### config.mk
export PLATFORM = sky130hd
export DESIGN_NAME = sfc_top
export DESIGN_NICKNAME = d
export VERILOG_FILES = /design/src/rtl/sfc_pkg.sv /design/src/rtl/sfc_ctrl_reg.sv /design/src/rtl/sfc_fifo.sv /design/src/rtl/sfc_trigger.sv /design/src/rtl/sfc_top.sv
export SDC_FILE = /design/constraint.sdc
export NUM_CORES = 1
export LEC_CHECK = 0
export BUFFER_PORTS_ARGS = -buffer_cell sky130_fd_sc_hd__buf_4
export CAP_MARGIN = 20
export CORE_MARGIN = 1.5
export CORE_UTILIZATION = 43
export CTS_BUF_LIST = sky130_fd_sc_hd__clkbuf_16
export DETAILED_ROUTE_END_ITERATION = 8
export HOLD_SLACK_MARGIN = 0.05
export PLACE_DENSITY = 0.68
export SYNTH_ARGS = -nofsm -noshare
export SYNTH_HDL_FRONTEND = slang
export SYNTH_SLANG_ARGS = --single-unit
### constraint.sdc
create_clock -name clk -period 3.9 [get_ports clk]
set_input_delay 0.195 -clock clk [delete_from_list [all_inputs] [get_ports clk]]
set_output_delay 0.195 -clock clk [all_outputs]
set_load 0.01 [all_outputs]
### src/rtl/sfc_pkg.sv
package sfc_pkg;

  // Control word bit positions (software relies on these)
  localparam int unsigned BIT_FLUSH_EN = 0;
  localparam int unsigned BIT_RX_FLUSH = 1;
  localparam int unsigned BIT_TX_FLUSH = 2;
  localparam int unsigned TX_CODE_LO   = 3;
  localparam int unsigned RX_CODE_LO   = 7;
  localparam int unsigned BIT_PORT_RST = 15;

  typedef struct packed {
    logic [1:0] rx_code;
    logic [1:0] tx_code;
    logic       tx_flush;
    logic       rx_flush;
    logic       flush_en;
  } ctl_t;

  // Receive threshold in bytes for a 2-bit code
  function automatic int unsigned rx_thresh(input logic [1:0] code);
    case (code)
      2'b00:   return 1;
      2'b01:   return 4;
      2'b10:   return 8;
      default: return 12;
    endcase
  endfunction

  // Transmit threshold in free slots; code 3 is illegal (returns 0)
  function automatic int unsigned tx_thresh(input logic [1:0] code);
    case (code)
      2'b00:   return 1;
      2'b01:   return 4;
      2'b10:   return 8;
      default: return 0;
    endcase
  endfunction

endpackage

### src/rtl/sfc_ctrl_reg.sv
module sfc_ctrl_reg
  import sfc_pkg::*;
#(
  parameter int unsigned RST_CYCLES = 4
) (
  input  logic        clk,
  input  logic        rst_n,
  input  logic        wr,
  input  logic [31:0] wdata,
  output logic [31:0] rdata,
  output logic        busy,
  output logic [1:0]  rx_code,
  output logic [1:0]  tx_code,
  output logic        tx_flush_act,
  output logic        rx_flush_act
);

  localparam int unsigned CNTW = (RST_CYCLES > 1) ? $clog2(RST_CYCLES) : 1;

  ctl_t            ctl_q, ctl_d;
  logic            busy_q, busy_d;
  logic [CNTW-1:0] cnt_q, cnt_d;

  logic unused_rsvd;
  assign unused_rsvd = ^{wdata[31:16], wdata[14:9], wdata[6:5]};

  always_comb begin
    ctl_d  = ctl_q;
    busy_d = busy_q;
    cnt_d  = cnt_q;
    if (busy_q) begin
      ctl_d = '0;
      if (cnt_q == '0) begin
        busy_d = 1'b0;
      end else begin
        cnt_d = cnt_q - 1'b1;
      end
    end else if (wr) begin
      if (wdata[BIT_PORT_RST]) begin
        busy_d = 1'b1;
        cnt_d  = CNTW'(RST_CYCLES - 1);
        ctl_d  = '0;
      end else begin
        ctl_d.rx_code  = wdata[RX_CODE_LO +: 2];
        ctl_d.tx_code  = wdata[TX_CODE_LO +: 2];
        ctl_d.tx_flush = wdata[BIT_TX_FLUSH];
        ctl_d.rx_flush = wdata[BIT_RX_FLUSH];
        ctl_d.flush_en = wdata[BIT_FLUSH_EN];
      end
    end
  end

  always_ff @(posedge clk or negedge rst_n) begin
    if (!rst_n) begin
      ctl_q  <= '0;
      busy_q <= 1'b0;
      cnt_q  <= '0;
    end else begin
      ctl_q  <= ctl_d;
      busy_q <= busy_d;
      cnt_q  <= cnt_d;
    end
  end

  always_comb begin
    rdata                   = '0;
    rdata[BIT_PORT_RST]     = busy_q;
    rdata[RX_CODE_LO +: 2]  = ctl_q.rx_code;
    rdata[TX_CODE_LO +: 2]  = ctl_q.tx_code;
    rdata[BIT_TX_FLUSH]     = ctl_q.tx_flush;
    rdata[BIT_RX_FLUSH]     = ctl_q.rx_flush;
    rdata[BIT_FLUSH_EN]     = ctl_q.flush_en;
  end

  assign busy         = busy_q;
  assign rx_code      = ctl_q.rx_code;
  assign tx_code      = ctl_q.tx_code;
  assign tx_flush_act = ctl_q.flush_en & ctl_q.tx_flush;
  assign rx_flush_act = ctl_q.flush_en & ctl_q.rx_flush;

endmodule

### src/rtl/sfc_fifo.sv
module sfc_fifo #(
  parameter int unsigned W     = 8,
  parameter int unsigned DEPTH = 16,
  localparam int unsigned AW   = (DEPTH > 1) ? $clog2(DEPTH) : 1,
  localparam int unsigned CW   = $clog2(DEPTH + 1)
) (
  input  logic          clk,
  input  logic          rst_n,
  input  logic          flush,
  input  logic          push,
  input  logic [W-1:0]  push_data,
  input  logic          pop,
  output logic [W-1:0]  pop_data,
  output logic [CW-1:0] count,
  output logic          empty,
  output logic          full
);

  logic [W-1:0]  mem [DEPTH];
  logic [AW-1:0] wr_ptr_q, wr_ptr_d;
  logic [AW-1:0] rd_ptr_q, rd_ptr_d;
  logic [CW-1:0] cnt_q, cnt_d;
  logic          push_ok, pop_ok;
  logic          is_empty, is_full;

  assign is_empty = flush | (cnt_q == '0);
  assign is_full  = ~flush & (cnt_q == CW'(DEPTH));
  assign push_ok  = push & ~is_full & ~flush;
  assign pop_ok   = pop & ~is_empty;

  function automatic logic [AW-1:0] step(input logic [AW-1:0] p);
    return (p == AW'(DEPTH - 1)) ? '0 : p + 1'b1;
  endfunction

  always_comb begin
    wr_ptr_d = wr_ptr_q;
    rd_ptr_d = rd_ptr_q;
    cnt_d    = cnt_q;
    if (flush) begin
      wr_ptr_d = '0;
      rd_ptr_d = '0;
      cnt_d    = '0;
    end else begin
      if (push_ok) wr_ptr_d = step(wr_ptr_q);
      if (pop_ok)  rd_ptr_d = step(rd_ptr_q);
      case ({push_ok, pop_ok})
        2'b10:   cnt_d = cnt_q + 1'b1;
        2'b01:   cnt_d = cnt_q - 1'b1;
        default: cnt_d = cnt_q;
      endcase
    end
  end

  always_ff @(posedge clk or negedge rst_n) begin
    if (!rst_n) begin
      wr_ptr_q <= '0;
      rd_ptr_q <= '0;
      cnt_q    <= '0;
    end else begin
      wr_ptr_q <= wr_ptr_d;
      rd_ptr_q <= rd_ptr_d;
      cnt_q    <= cnt_d;
    end
  end

  // Storage: no reset, written under its own enable
  always_ff @(posedge clk) begin
    if (push_ok) mem[wr_ptr_q] <= push_data;
  end

  assign pop_data = mem[rd_ptr_q];
  assign count    = flush ? '0 : cnt_q;
  assign empty    = is_empty;
  assign full     = is_full;

endmodule

### src/rtl/sfc_trigger.sv
module sfc_trigger
  import sfc_pkg::*;
#(
  parameter int unsigned DEPTH = 16,
  localparam int unsigned CW   = $clog2(DEPTH + 1)
) (
  input  logic [1:0]    rx_code,
  input  logic [1:0]    tx_code,
  input  logic [CW-1:0] rx_count,
  input  logic [CW-1:0] tx_count,
  input  logic          rx_flush,
  input  logic          tx_flush,
  output logic          rx_req,
  output logic          tx_req,
  output logic          tx_lvl_err
);

  logic [CW-1:0] rx_lvl, tx_lvl, tx_free;

  assign rx_lvl     = CW'(rx_thresh(rx_code));
  assign tx_lvl     = CW'(tx_thresh(tx_code));
  assign tx_free    = CW'(DEPTH) - tx_count;
  assign tx_lvl_err = (tx_code == 2'b11);

  assign rx_req = ~rx_flush & (rx_count >= rx_lvl);
  assign tx_req = ~tx_flush & ~tx_lvl_err & (tx_free >= tx_lvl);

endmodule

### src/rtl/sfc_top.sv
module sfc_top #(
  parameter int unsigned DATA_W     = 8,
  parameter int unsigned DEPTH      = 16,
  parameter int unsigned RST_CYCLES = 4,
  localparam int unsigned CW        = $clog2(DEPTH + 1)
) (
  input  logic              clk,
  input  logic              rst_n,
  input  logic              reg_wr,
  input  logic [31:0]       reg_wdata,
  output logic [31:0]       reg_rdata,
  output logic              port_rst_busy,
  input  logic              tx_push,
  input  logic [DATA_W-1:0] tx_push_data,
  input  logic              tx_pop,
  output logic [DATA_W-1:0] tx_pop_data,
  output logic [CW-1:0]     tx_count,
  output logic              tx_empty,
  output logic              tx_full,
  input  logic              rx_push,
  input  logic [DATA_W-1:0] rx_push_data,
  input  logic              rx_pop,
  output logic [DATA_W-1:0] rx_pop_data,
  output logic [CW-1:0]     rx_count,
  output logic              rx_empty,
  output logic              rx_full,
  output logic              tx_req,
  output logic              rx_req,
  output logic              tx_lvl_err
);

  logic [1:0] rst_sync_q;
  logic       rst_int_n;
  logic [1:0] rx_code, tx_code;
  logic       tx_flush, rx_flush;

  always_ff @(posedge clk or negedge rst_n) begin
    if (!rst_n) rst_sync_q <= 2'b00;
    else        rst_sync_q <= {rst_sync_q[0], 1'b1};
  end
  assign rst_int_n = rst_sync_q[1];

  sfc_ctrl_reg #(.RST_CYCLES(RST_CYCLES)) u_ctrl (
    .clk          (clk),
    .rst_n        (rst_int_n),
    .wr           (reg_wr),
    .wdata        (reg_wdata),
    .rdata        (reg_rdata),
    .busy         (port_rst_busy),
    .rx_code      (rx_code),
    .tx_code      (tx_code),
    .tx_flush_act (tx_flush),
    .rx_flush_act (rx_flush)
  );

  for (genvar g = 0; g < 2; g++) begin : g_q
    if (g == 0) begin : g_tx
      sfc_fifo #(.W(DATA_W), .DEPTH(DEPTH)) u_fifo (
        .clk(clk), .rst_n(rst_int_n), .flush(tx_flush),
        .push(tx_push), .push_data(tx_push_data),
        .pop(tx_pop), .pop_data(tx_pop_data),
        .count(tx_count), .empty(tx_empty), .full(tx_full)
      );
    end else begin : g_rx
      sfc_fifo #(.W(DATA_W), .DEPTH(DEPTH)) u_fifo (
        .clk(clk), .rst_n(rst_int_n), .flush(rx_flush),
        .push(rx_push), .push_data(rx_push_data),
        .pop(rx_pop), .pop_data(rx_pop_data),
        .count(rx_count), .empty(rx_empty), .full(rx_full)
      );
    end
  end

  sfc_trigger #(.DEPTH(DEPTH)) u_trig (
    .rx_code    (rx_code),
    .tx_code    (tx_code),
    .rx_count   (rx_count),
    .tx_count   (tx_count),
    .rx_flush   (rx_flush),
    .tx_flush   (tx_flush),
    .rx_req     (rx_req),
    .tx_req     (tx_req),
    .tx_lvl_err (tx_lvl_err)
  );

endmodule

---- After elaboration in Yosys (flattened, before gate mapping) ----
Memory sizes are Yosys's and may differ from the RTL's.
Cells that the tools add are included.
storage, ports and cells
  flip-flop bits (word level) ............. 38
  bits in latches ......................... 0
  bits in writable memories ............... 256
  memory bits (read-only) ................. 0
  input port bits ......................... 55
  output and inout bits ................... 66
  word-level logic and storage cells ...... 115
  memories ................................ 2
memories
  name                    words  width  rd ports  clocked after Yosys merged registers in  wr ports  line            source
  g_q[0].g_tx.u_fifo.mem  16     8      1         0                                        1         sfc_fifo.sv:19  logic [W-1:0] mem [DEPTH];
  g_q[1].g_rx.u_fifo.mem  16     8      1         0                                        1         sfc_fifo.sv:19
cells by class
  $add $sub $neg .......................... 10
  $mul .................................... 0
  divide/modulo/power cells ............... 0
  magnitude comparators ................... 2
  eq/ne operators ......................... 16
  shifts and indexed selects .............. 0
  multiplexer cells ....................... 35
  bitwise logic cells ..................... 22
  reduce and logical (&&, ||, !) cells .... 14
operators with widths
  kind                                                                 count
  4-bit two-way mux                                                    12
  4-bit case mux with 3 select lines                                   2
  7-bit two-way mux                                                    3
  5-bit two-way mux                                                    4
  5-bit case mux with 2 select lines                                   2
  4-bit by 1-bit adder with 4-bit output (second input constant)       4
  4-bit == test (second input constant)                                4
  1-bit bitwise AND                                                    13
  2-bit nonzero test                                                   6
  5-bit by 1-bit adder with 5-bit output (second input constant)       2
  2-bit == test (second input constant)                                5
  5-bit == test (second input constant)                                2
  5-bit by 4-bit greater-or-equal comparator with 1-bit output         2
  5-bit zero test                                                      2
  5-bit by 1-bit subtractor with 5-bit output (second input constant)  2
  2-bit by 1-bit == test with 1-bit output (second input constant)     4
  1-bit two-way mux                                                    8
  2-bit two-way mux                                                    4
  1-bit inverter                                                       7
  2-bit zero test                                                      3
  3-bit nonzero test                                                   2
  5-bit subtractor (first input constant)                              1
  3-bit AND reduction                                                  1
  2-bit != test (second input constant)                                1
  other kinds (2)                                                      3

---- Depth between registers and ports, before layout ----
Gate-level depths: netlist of the first run.
  depth in word-level cells ............... 9
  gate-level depth with buffers ........... 12
  mapped depth without buffers ............ 11

---- Cells and area by module ----
Synthesis of the first run repeated with hierarchy kept, for this count alone.
unflattened totals
  cell total of the unflattened synthesis .. 779
  area, all modules ....................... 12922.4 um^2
by module, submodules not included
  module                         instances  cells an instance  area each (um^2)  sequential area each (um^2)
  sfc_fifo (g_q[1].g_rx.u_fifo)  1          303                5983.2            4169.0
  sfc_fifo (g_q[0].g_tx.u_fifo)  1          367                5945.7            4169.0
  sfc_ctrl_reg                   1          75                 709.4             250.2
  sfc_trigger                    1          31                 230.2             0.0
  sfc_top                        1          3                  53.8              50.0

---- Worst setup path after synthesis of the first run ----
Ideal clock, no wire load.
  kind .................................... register -> register
  from .................................... register g_q[0].g_tx.u_fifo.cnt_q[1]
  to ...................................... register g_q[0].g_tx.u_fifo.cnt_q[4]
  arrival ................................. 3082 ps
  required time ........................... 3775 ps
  path slack .............................. 693 ps
  cell stages (with the launch flop) ...... 13
  clock period less this slack ............ 3207 ps
  cell sequence ........................... dfrtp_1 > or4_4 > o21a_1 > buf_6 > nand2_2 > ha_1 > inv_1 > fa_1 > nor2b_1 > o21ai_0 > nand3_1 > or3b_1 > mux2_2
on the way
  longest elaborated chain between the ends .. 8
ends and longest elaborated chain
  what                                                                       line            source
  from (decl)                                                                sfc_fifo.sv:22  logic [CW-1:0] cnt_q, cnt_d;
  from (signal assigned)                                                     sfc_fifo.sv:62  cnt_q <= cnt_d;
  5-bit == test                                                              sfc_fifo.sv:27  assign is_full = ~flush & (cnt_q == CW'(DEPTH));
  1-bit bitwise AND                                                          sfc_fifo.sv:27
  1-bit inverter                                                             sfc_fifo.sv:28  assign push_ok = push & ~is_full & ~flush;
  1-bit bitwise AND (2 in a row)                                             sfc_fifo.sv:28
  2-bit by 1-bit == test with 1-bit output or 2-bit == test (tied branches)  sfc_fifo.sv:46  case ({push_ok, pop_ok})
  5-bit case mux with 2 select lines                                         sfc_fifo.sv:46
  5-bit two-way mux                                                          sfc_fifo.sv:39  if (flush) begin
Parallel ways exist; a longest one is shown, timed or not.
A chain may end at the register's enable or synchronous reset.

---- Final worst setup path of the first run ----
Same ends and word-level chain as after synthesis.

==> impl_metrics.tcl, run 1 <==
set metrics [dict create \
    design.portCount 121 \
    clock_tree.htree_level_count 1 \
    drt_iter0_drc 493 \
    cts-root-buf "sky130_fd_sc_hd__clkbuf_16" \
    cp-startpoint "g_q[0].g_tx.u_fifo.cnt_q[1]" \
    synth_top_cells_by_area "sky130_fd_sc_hd__edfxtp_1 (60%), sky130_fd_sc_hd__dfrtp_1 (7.5%), sky130_fd_sc_hd__mux4_2 (5.7%)" \
    viasPerCell 5.28 \
    run_status "completed" \
    num_antenna_cells 0 \
    ant_nets 0 \
    worst_slew_margin_rel_pct 40.1 \
    pin_count_of_the_biggest_net_entering_global_routing 37 \
    final_nets 1052 \
    yosysTopAreaCell "sky130_fd_sc_hd__edfxtp_1" \
    setup_viol_count_final 0 \
    portion_of_the_post_synthesis_area_used_by_sequential_elements_pct 68.0 \
    crit_path_end_kind "flop" \
    wl_um 25200 \
    worst-r2r-cell-count 11 \
    clk_latency_ns 0.54 \
    power.share.combinational_pct 33.1 \
    proportion_of_power_drawn_by_flip_flops_and_latches_pct 40.9 \
    layout.cells.most_common "sky130_fd_sc_hd__edfxtp_1" \
    final_layout_size_suffix_gt1_share_pct 20.0 \
    setup_slack_ns 0.440 \
    routabilityCongestion 0.765 \
    grt_pass1_vias 7377 \
    cp-endpoint "g_q[0].g_tx.u_fifo.cnt_q[4]" \
    cp_data_required_time_ns 4.32 \
    dp_slack_ns 0.441 \
    cp-start-kind "flop" \
    layout-area-overhead-vs-synth_pct 18.4 \
    setup_total_negative_slack_ns 0 \
    number_of_antenna_violations_at_the_first_check_in_global_routing 0 \
    netlist-cell-type-count 51 \
    dp_hpwl_um 16200 \
    routed_wire_length_per_instance_um 18.3 \
    drc_errors 0 \
    die_area_um2 30600 \
    route.vias.total 7273 \
    report.final.slew_viol_count 0 \
    max-vdd-ir-drop_v 0.000494 \
    grt_setup_unrepaired "false" \
    fin_crit_ns 3.46 \
    dieWidth_um 175 \
    slack_of_the_worst_reg_to_reg_path_ns 0.44 \
    cts-buffers-inserted 30 \
    ys_seq_elements 294 \
    cts_tree "done" \
    synth_area_per_cell_um2 15.1 \
    internal_power_mw 7.13 \
    timing.max_cap.violations 0 \
    synth_enable_flop_cells 256 \
    synthesis.yosys.warnings 0 \
    clock_sinks 294 \
    power_switching_mw 3.46 \
    category_of_the_critical_setup_timing_path "flop to flop" \
    synth_top_flop_cell "sky130_fd_sc_hd__edfxtp_1" \
    dr.pass1.iters 5 \
    proportion_of_synthesized_flip_flops_having_asynchronous_set_or_reset_pct 12.9 \
    critPathMaxFanout 10 \
    groute.usage.overall_pct 16.6 \
    proportion_of_total_power_due_to_net_switching_pct 32.6 \
    syn_inst 839 \
    die_height_um 175 \
    io_buffers 72 \
    worst_hold_depth 4 \
    coreArea_um2 28900 \
    final_worst_path_period_share_pct 88.7 \
    grt_first_pass_wirelength_um 40000 \
    clock_tree.buffer_depth 3 \
    layout.cells.most_common_list "sky130_fd_sc_hd__edfxtp_1 (256), sky130_fd_sc_hd__buf_4 (99), sky130_fd_sc_hd__mux2i_1 (48)" \
    hp-class "input pin to flop" \
    rows 62 \
    power.share.clock_pct 26.0 \
    synth.cell_area_um2 12700 \
    hold_viol_final 0 \
    power.leakage_nw 5.51 \
    layout.core_utilization_pct 52.1 \
    tightestPinTransition_ns 0.899 \
    reg2reg_from "g_q[0].g_tx.u_fifo.cnt_q[1]" \
    maximum_clock_skew_at_final_layout_ns 0.0141 \
    p_per_area_nw_per_um2 703 \
    initial_utilization_pct 44.0 \
    fmax_ghz 0.289 \
    global_route.overflow_total 0 \
    critPathArrivalTime_ns 3.88 \
    synth_largest_type_area_fraction_pct 60.5 \
    r2r_end "g_q[0].g_tx.u_fifo.cnt_q[4]" \
    clkTransAtPathRegs_ns 0.06 \
]
==> routing by layer <==
layer  track usage [%]  part of all wire [%]  up-vias
li1                  -                     -     3409
met1              22.0                    43     3660
met2              28.8                    51      170
met3              2.18                   4.5       34
met4              4.38                   1.8        0
met5                 0                     0        -
==> power groups by stage <==
stage          Combinational (mW)  Clock [mW]  Sequential, mW
6_report                     3.50        2.75            4.33
5_1_grt                      3.86        2.91            4.40
4_1_cts                      3.54        2.81            4.33
3_5_place_dp                 3.48           0            4.39
3_3_place_gp                 3.41           0            4.37
2_1_floorplan                2.58           0            4.07
==> cells by family after synthesis <==
| kind of cell | count (synthesis) | synth area share [%] |
|---|---|---|
| AO/OA/AOI/OAI | 138 | 6.68 |
| XOR/XNOR | 9 | 0.620 |
| adder cells (fa/ha/maj) | 28 | 2.87 |
| buffers and inverters | 99 | 3.94 |
| flip-flops | 294 | 68.0 |
| multiplexers | 98 | 11.0 |
| other | 2 | 0.0591 |
| AND/OR/NAND/NOR | 171 | 6.81 |
==> sequential cells by signal, summed over array words and instances (netlist names) <==
signal / count
g_q.g_tx.u_fifo.mem: 128
g_q.g_rx.u_fifo.mem: 128
g_q.g_tx.u_fifo.cnt_q: 5
g_q.g_rx.u_fifo.cnt_q: 5
g_q.g_tx.u_fifo.rd_ptr_q: 4
g_q.g_tx.u_fifo.wr_ptr_q: 4
g_q.g_rx.u_fifo.rd_ptr_q: 4
g_q.g_rx.u_fifo.wr_ptr_q: 4
u_ctrl.rdata: 3
rst_sync_q: 2
u_ctrl.cnt_q: 2
u_ctrl.rx_code: 2
u_ctrl.tx_code: 2
u_ctrl.busy: 1
==> final cells by class <==
class                           count  area, um2
Sequential cell                   294       8640
Inverter                           31        116
Multi-Input combinational cell    469       3660
Clock buffer                       31        776
Timing Repair Buffer              143       1190
Clock inverter                     25        181
Tap cell                          384        480
Fill cell                        2418      13800
==> stage by stage <==
step | instance area [um2] | total power, mW | hold slack (ns) | cells
after CTS | 15000 | 10.7 | 0.158 | 1377
final | 15000 | 10.6 | 0.182 | 1377
after global placement | 13700 | 7.78 | -0.0215 | 1278
after detailed placement | 13700 | 7.88 | -0.0210 | 1278
after floorplan | 12800 | 6.65 | -0.101 | 862
after global routing | 15000 | 11.2 | 0.185 | 1377
==> how the worst min path moves through the flow <==
| stage | from | to |
|---|---|---|
| final | rx_push | g_q[1].g_rx.u_fifo.wr_ptr_q[3] |
| after CTS | rx_push | g_q[1].g_rx.u_fifo.wr_ptr_q[3] |
| after global placement | rst_n | rst_sync_q[0] |
| after global routing | rx_push | g_q[1].g_rx.u_fifo.wr_ptr_q[3] |
| after floorplan | rst_n | rst_sync_q[0] |
| after detailed placement | rst_n | rst_sync_q[1] |
==> Yosys cell counts, types with 3 or more instances <==
library cell                 n
sky130_fd_sc_hd__a21oi_1    46
sky130_fd_sc_hd__nor2b_1     9
sky130_fd_sc_hd__nor3_1     15
sky130_fd_sc_hd__nor4_1      9
sky130_fd_sc_hd__ha_1       26
sky130_fd_sc_hd__nand3_1     7
sky130_fd_sc_hd__buf_4      28
sky130_fd_sc_hd__mux2_2     18
sky130_fd_sc_hd__clkbuf_1   23
sky130_fd_sc_hd__mux4_2     32
sky130_fd_sc_hd__nor2_1     40
sky130_fd_sc_hd__xor2_1      7
sky130_fd_sc_hd__mux2i_1    48
sky130_fd_sc_hd__o31ai_1     3
sky130_fd_sc_hd__dfrtp_1    38
sky130_fd_sc_hd__a221oi_1   16
sky130_fd_sc_hd__and2_1     17
sky130_fd_sc_hd__a22oi_1    16
sky130_fd_sc_hd__nand2b_1    9
sky130_fd_sc_hd__buf_1       3
sky130_fd_sc_hd__o21ai_0    40
sky130_fd_sc_hd__buf_2      13
sky130_fd_sc_hd__a31oi_1     5
sky130_fd_sc_hd__nand2_1    44
sky130_fd_sc_hd__edfxtp_1  256
sky130_fd_sc_hd__inv_1      31
sky130_fd_sc_hd__nand3b_1    7
==> worst max-delay path: stages (launching register included) <==
cell and delay, ns:
sky130_fd_sc_hd__dfrtp_1 0.44, sky130_fd_sc_hd__or4_4 0.60, sky130_fd_sc_hd__o21a_1 0.31, sky130_fd_sc_hd__nand2_2 0.21, sky130_fd_sc_hd__ha_1 0.27, sky130_fd_sc_hd__inv_1 0.11
sky130_fd_sc_hd__fa_1 0.43, sky130_fd_sc_hd__nor2b_1 0.15, sky130_fd_sc_hd__o21ai_0 0.12, sky130_fd_sc_hd__nand3_1 0.09, sky130_fd_sc_hd__or3b_1 0.35, sky130_fd_sc_hd__mux2_2 0.27
==> what timing repair did <==
action / 4_1_cts / 5_1_grt
resized for setup: 0 / 0
buffers inserted: 0 / 0
endpoints found under the hold margin: 269 / 0
hold buffers: 43 / 0
Note: power is estimated with default switching activity, not from simulation.
==> run 2, diff against run 1 <==
--- a/config.mk
+++ b/config.mk
@@ -12,7 +12,7 @@
 export CTS_BUF_LIST = sky130_fd_sc_hd__clkbuf_16
 export DETAILED_ROUTE_END_ITERATION = 8
 export HOLD_SLACK_MARGIN = 0.05
-export PLACE_DENSITY = 0.68
+export PLACE_DENSITY = 0.66
 export SYNTH_ARGS = -nofsm -noshare
 export SYNTH_HDL_FRONTEND = slang
 export SYNTH_SLANG_ARGS = --single-unit
==> impl_metrics.tcl, run 2 (same netlist as run 1, synthesis figures left out) <==
set metrics [dict create \
    run_status "completed" \
    number_of_antenna_violations_at_the_first_check_in_global_routing 0 \
    routabilityCongestion 0.762 \
    cp_num_buf_inv 1 \
    layout-area-overhead-vs-synth_pct 18.6 \
    groute.usage.overall_pct 16.7 \
    dp_hpwl_um 16500 \
    io_buffers 72 \
    setup_viol_count_final 0 \
    clock_tree.htree_level_count 1 \
    worst_slew_margin_rel_pct 37.4 \
    grt_first_pass_wirelength_um 39900 \
    grt_pass1_vias 7289 \
    final_cell_count_no_fill 1378 \
    report.final.slew_viol_count 0 \
    cp-start-kind "flop" \
    cts-root-buf "sky130_fd_sc_hd__clkbuf_16" \
    hold_viol_final 0 \
    initial_utilization_pct 44.0 \
    fmax_ghz 0.286 \
    dpl.cell_count 1278 \
    power.leakage_nw 5.49 \
    timing.max_cap.violations 0 \
    dieWidth_um 175 \
    viasPerCell 5.25 \
    biggestRegsByFlops "g_q.g_tx.u_fifo.mem (128), g_q.g_rx.u_fifo.mem (128)" \
    route.vias.total 7238 \
    num_antenna_cells 0 \
    crit_path_end_kind "flop" \
    cp_cell_instances "or4_4 -> o21a_1 -> nand2_2 -> ha_1 -> inv_1 -> fa_1 -> nor2b_1 -> o21ai_0 -> nand3_1 -> or3b_1 -> mux2_2" \
    rows 62 \
    drc_errors 0 \
    fin_crit_ns 3.49 \
    wl_um 25200 \
    layout.cells.most_common_list "sky130_fd_sc_hd__edfxtp_1 (256), sky130_fd_sc_hd__buf_4 (100), sky130_fd_sc_hd__mux2i_1 (48)" \
    crit_path_top_delay_cell "sky130_fd_sc_hd__or4_4" \
    cts-buffers-inserted 30 \
    coreArea_um2 28900 \
    die_height_um 175 \
    critPathMaxFanout 10 \
    final_worst_path_period_share_pct 89.6 \
    ant_nets 0 \
    tightestPinTransition_ns 0.936 \
    global_route.overflow_total 0 \
    pin_count_of_the_biggest_net_entering_global_routing 37 \
    clock_sinks 294 \
    final_nets 1054 \
    hp-class "input pin to flop" \
    final_layout_size_suffix_gt1_share_pct 21.2 \
    max-vdd-ir-drop_v 0.000390 \
    clk_latency_ns 0.55 \
    fillerInstances 2373 \
    cts_tree "done" \
    design.portCount 121 \
    die_area_um2 30600 \
    dominant_delay_contributor_by_cell_family_on_the_critical_path "simple AND/OR/NAND/NOR gates" \
    dr.pass1.iters 5 \
    critPathArrivalTime_ns 3.91 \
    grt_setup_unrepaired "false" \
    clkTransAtPathRegs_ns 0.06 \
    cp_data_required_time_ns 4.32 \
    crit_path_max_incr_delay_ns 0.60 \
    p_per_area_nw_per_um2 704 \
    post-cts-setup-buffer-count 0 \
    routed_wire_length_per_instance_um 18.3 \
    layout.cells.most_common "sky130_fd_sc_hd__edfxtp_1" \
    setup_total_negative_slack_ns 0 \
    clock_tree.buffer_depth 3 \
    category_of_the_critical_setup_timing_path "flop to flop" \
    drt_iter0_drc 552 \
    maximum_clock_skew_at_final_layout_ns 0.0237 \
]
run 2: cell count changes in the layout (fill, tap and decap cells not counted), sizes merged:
cell,delta
clkinvlp,+4
clkinv,+2
buf,+1
inv,-6
run 2: metal layers:
metal | part of all wire, % | track usage [%]
met1 | 44 | 22.4
met2 | 49 | 28.2
met3 | 4.7 | 2.52
met4 | 2.2 | 4.63
met5 | 0 | 0
run 2: metrics by stage:
step                util (%)  worst slack, ns  power [mW]  hold slack, ns  area [um2]
floorplan                  -            0.693        6.65          -0.101       12800
global placement        47.4            0.464        7.84         -0.0212       13700
detailed placement      47.4            0.433        7.91         -0.0201       13700
CTS                     52.2            0.397        10.7           0.154       15100
global route            52.2            0.195        11.2           0.176       15100
finish                  52.2            0.407        10.6           0.186       15100
run 2: report_power, final:
group,internal (mW),switching (mW)
Clock,1.60,1.15
Sequential,3.84,0.445
Combinational,1.68,1.89
run 2: cell type report:
class	instances	area, um2	share of cell area [%]
inverters	31	116	0.772
well taps	384	480	3.19
clock inverters	25	211	1.40
clock buffers	30	751	4.98
multi-input cells	469	3670	24.3
repair buffers	145	1210	8.02
flip-flops and latches	294	8640	57.3
run 2: path summary, 6_finish.rpt:
check	endpoint	startpoint	cells after the start	slack, ns
max in group asynchronous	g_q[0].g_tx.u_fifo.rd_ptr_q[0]	rst_sync_q[1]	1	3.22
worst min-delay path	g_q[1].g_rx.u_fifo.wr_ptr_q[3]	rx_push	4	0.19
min in group asynchronous	g_q[1].g_rx.u_fifo.cnt_q[2]	rst_sync_q[1]	1	0.29
worst max-delay path	g_q[0].g_tx.u_fifo.cnt_q[4]	g_q[0].g_tx.u_fifo.cnt_q[1]	11	0.41
worst min register to register	g_q[1].g_rx.u_fifo.cnt_q[2]	rst_sync_q[1]	1	0.29
worst max register to register	g_q[0].g_tx.u_fifo.cnt_q[4]	g_q[0].g_tx.u_fifo.cnt_q[1]	11	0.41
run 2: tightest hold or removal path, stage by stage:
cell	delay, ns
sky130_fd_sc_hd__buf_4	0.12
sky130_fd_sc_hd__a21boi_2	0.20
sky130_fd_sc_hd__nand4_1	0.11
sky130_fd_sc_hd__a21oi_1	0.07
run 2: repair_timing:
item / 4_1_cts / 5_1_grt
hold buffers: 43 / 0
hold endpoints to repair: 269 / 0
gates resized for setup: 0 / 0
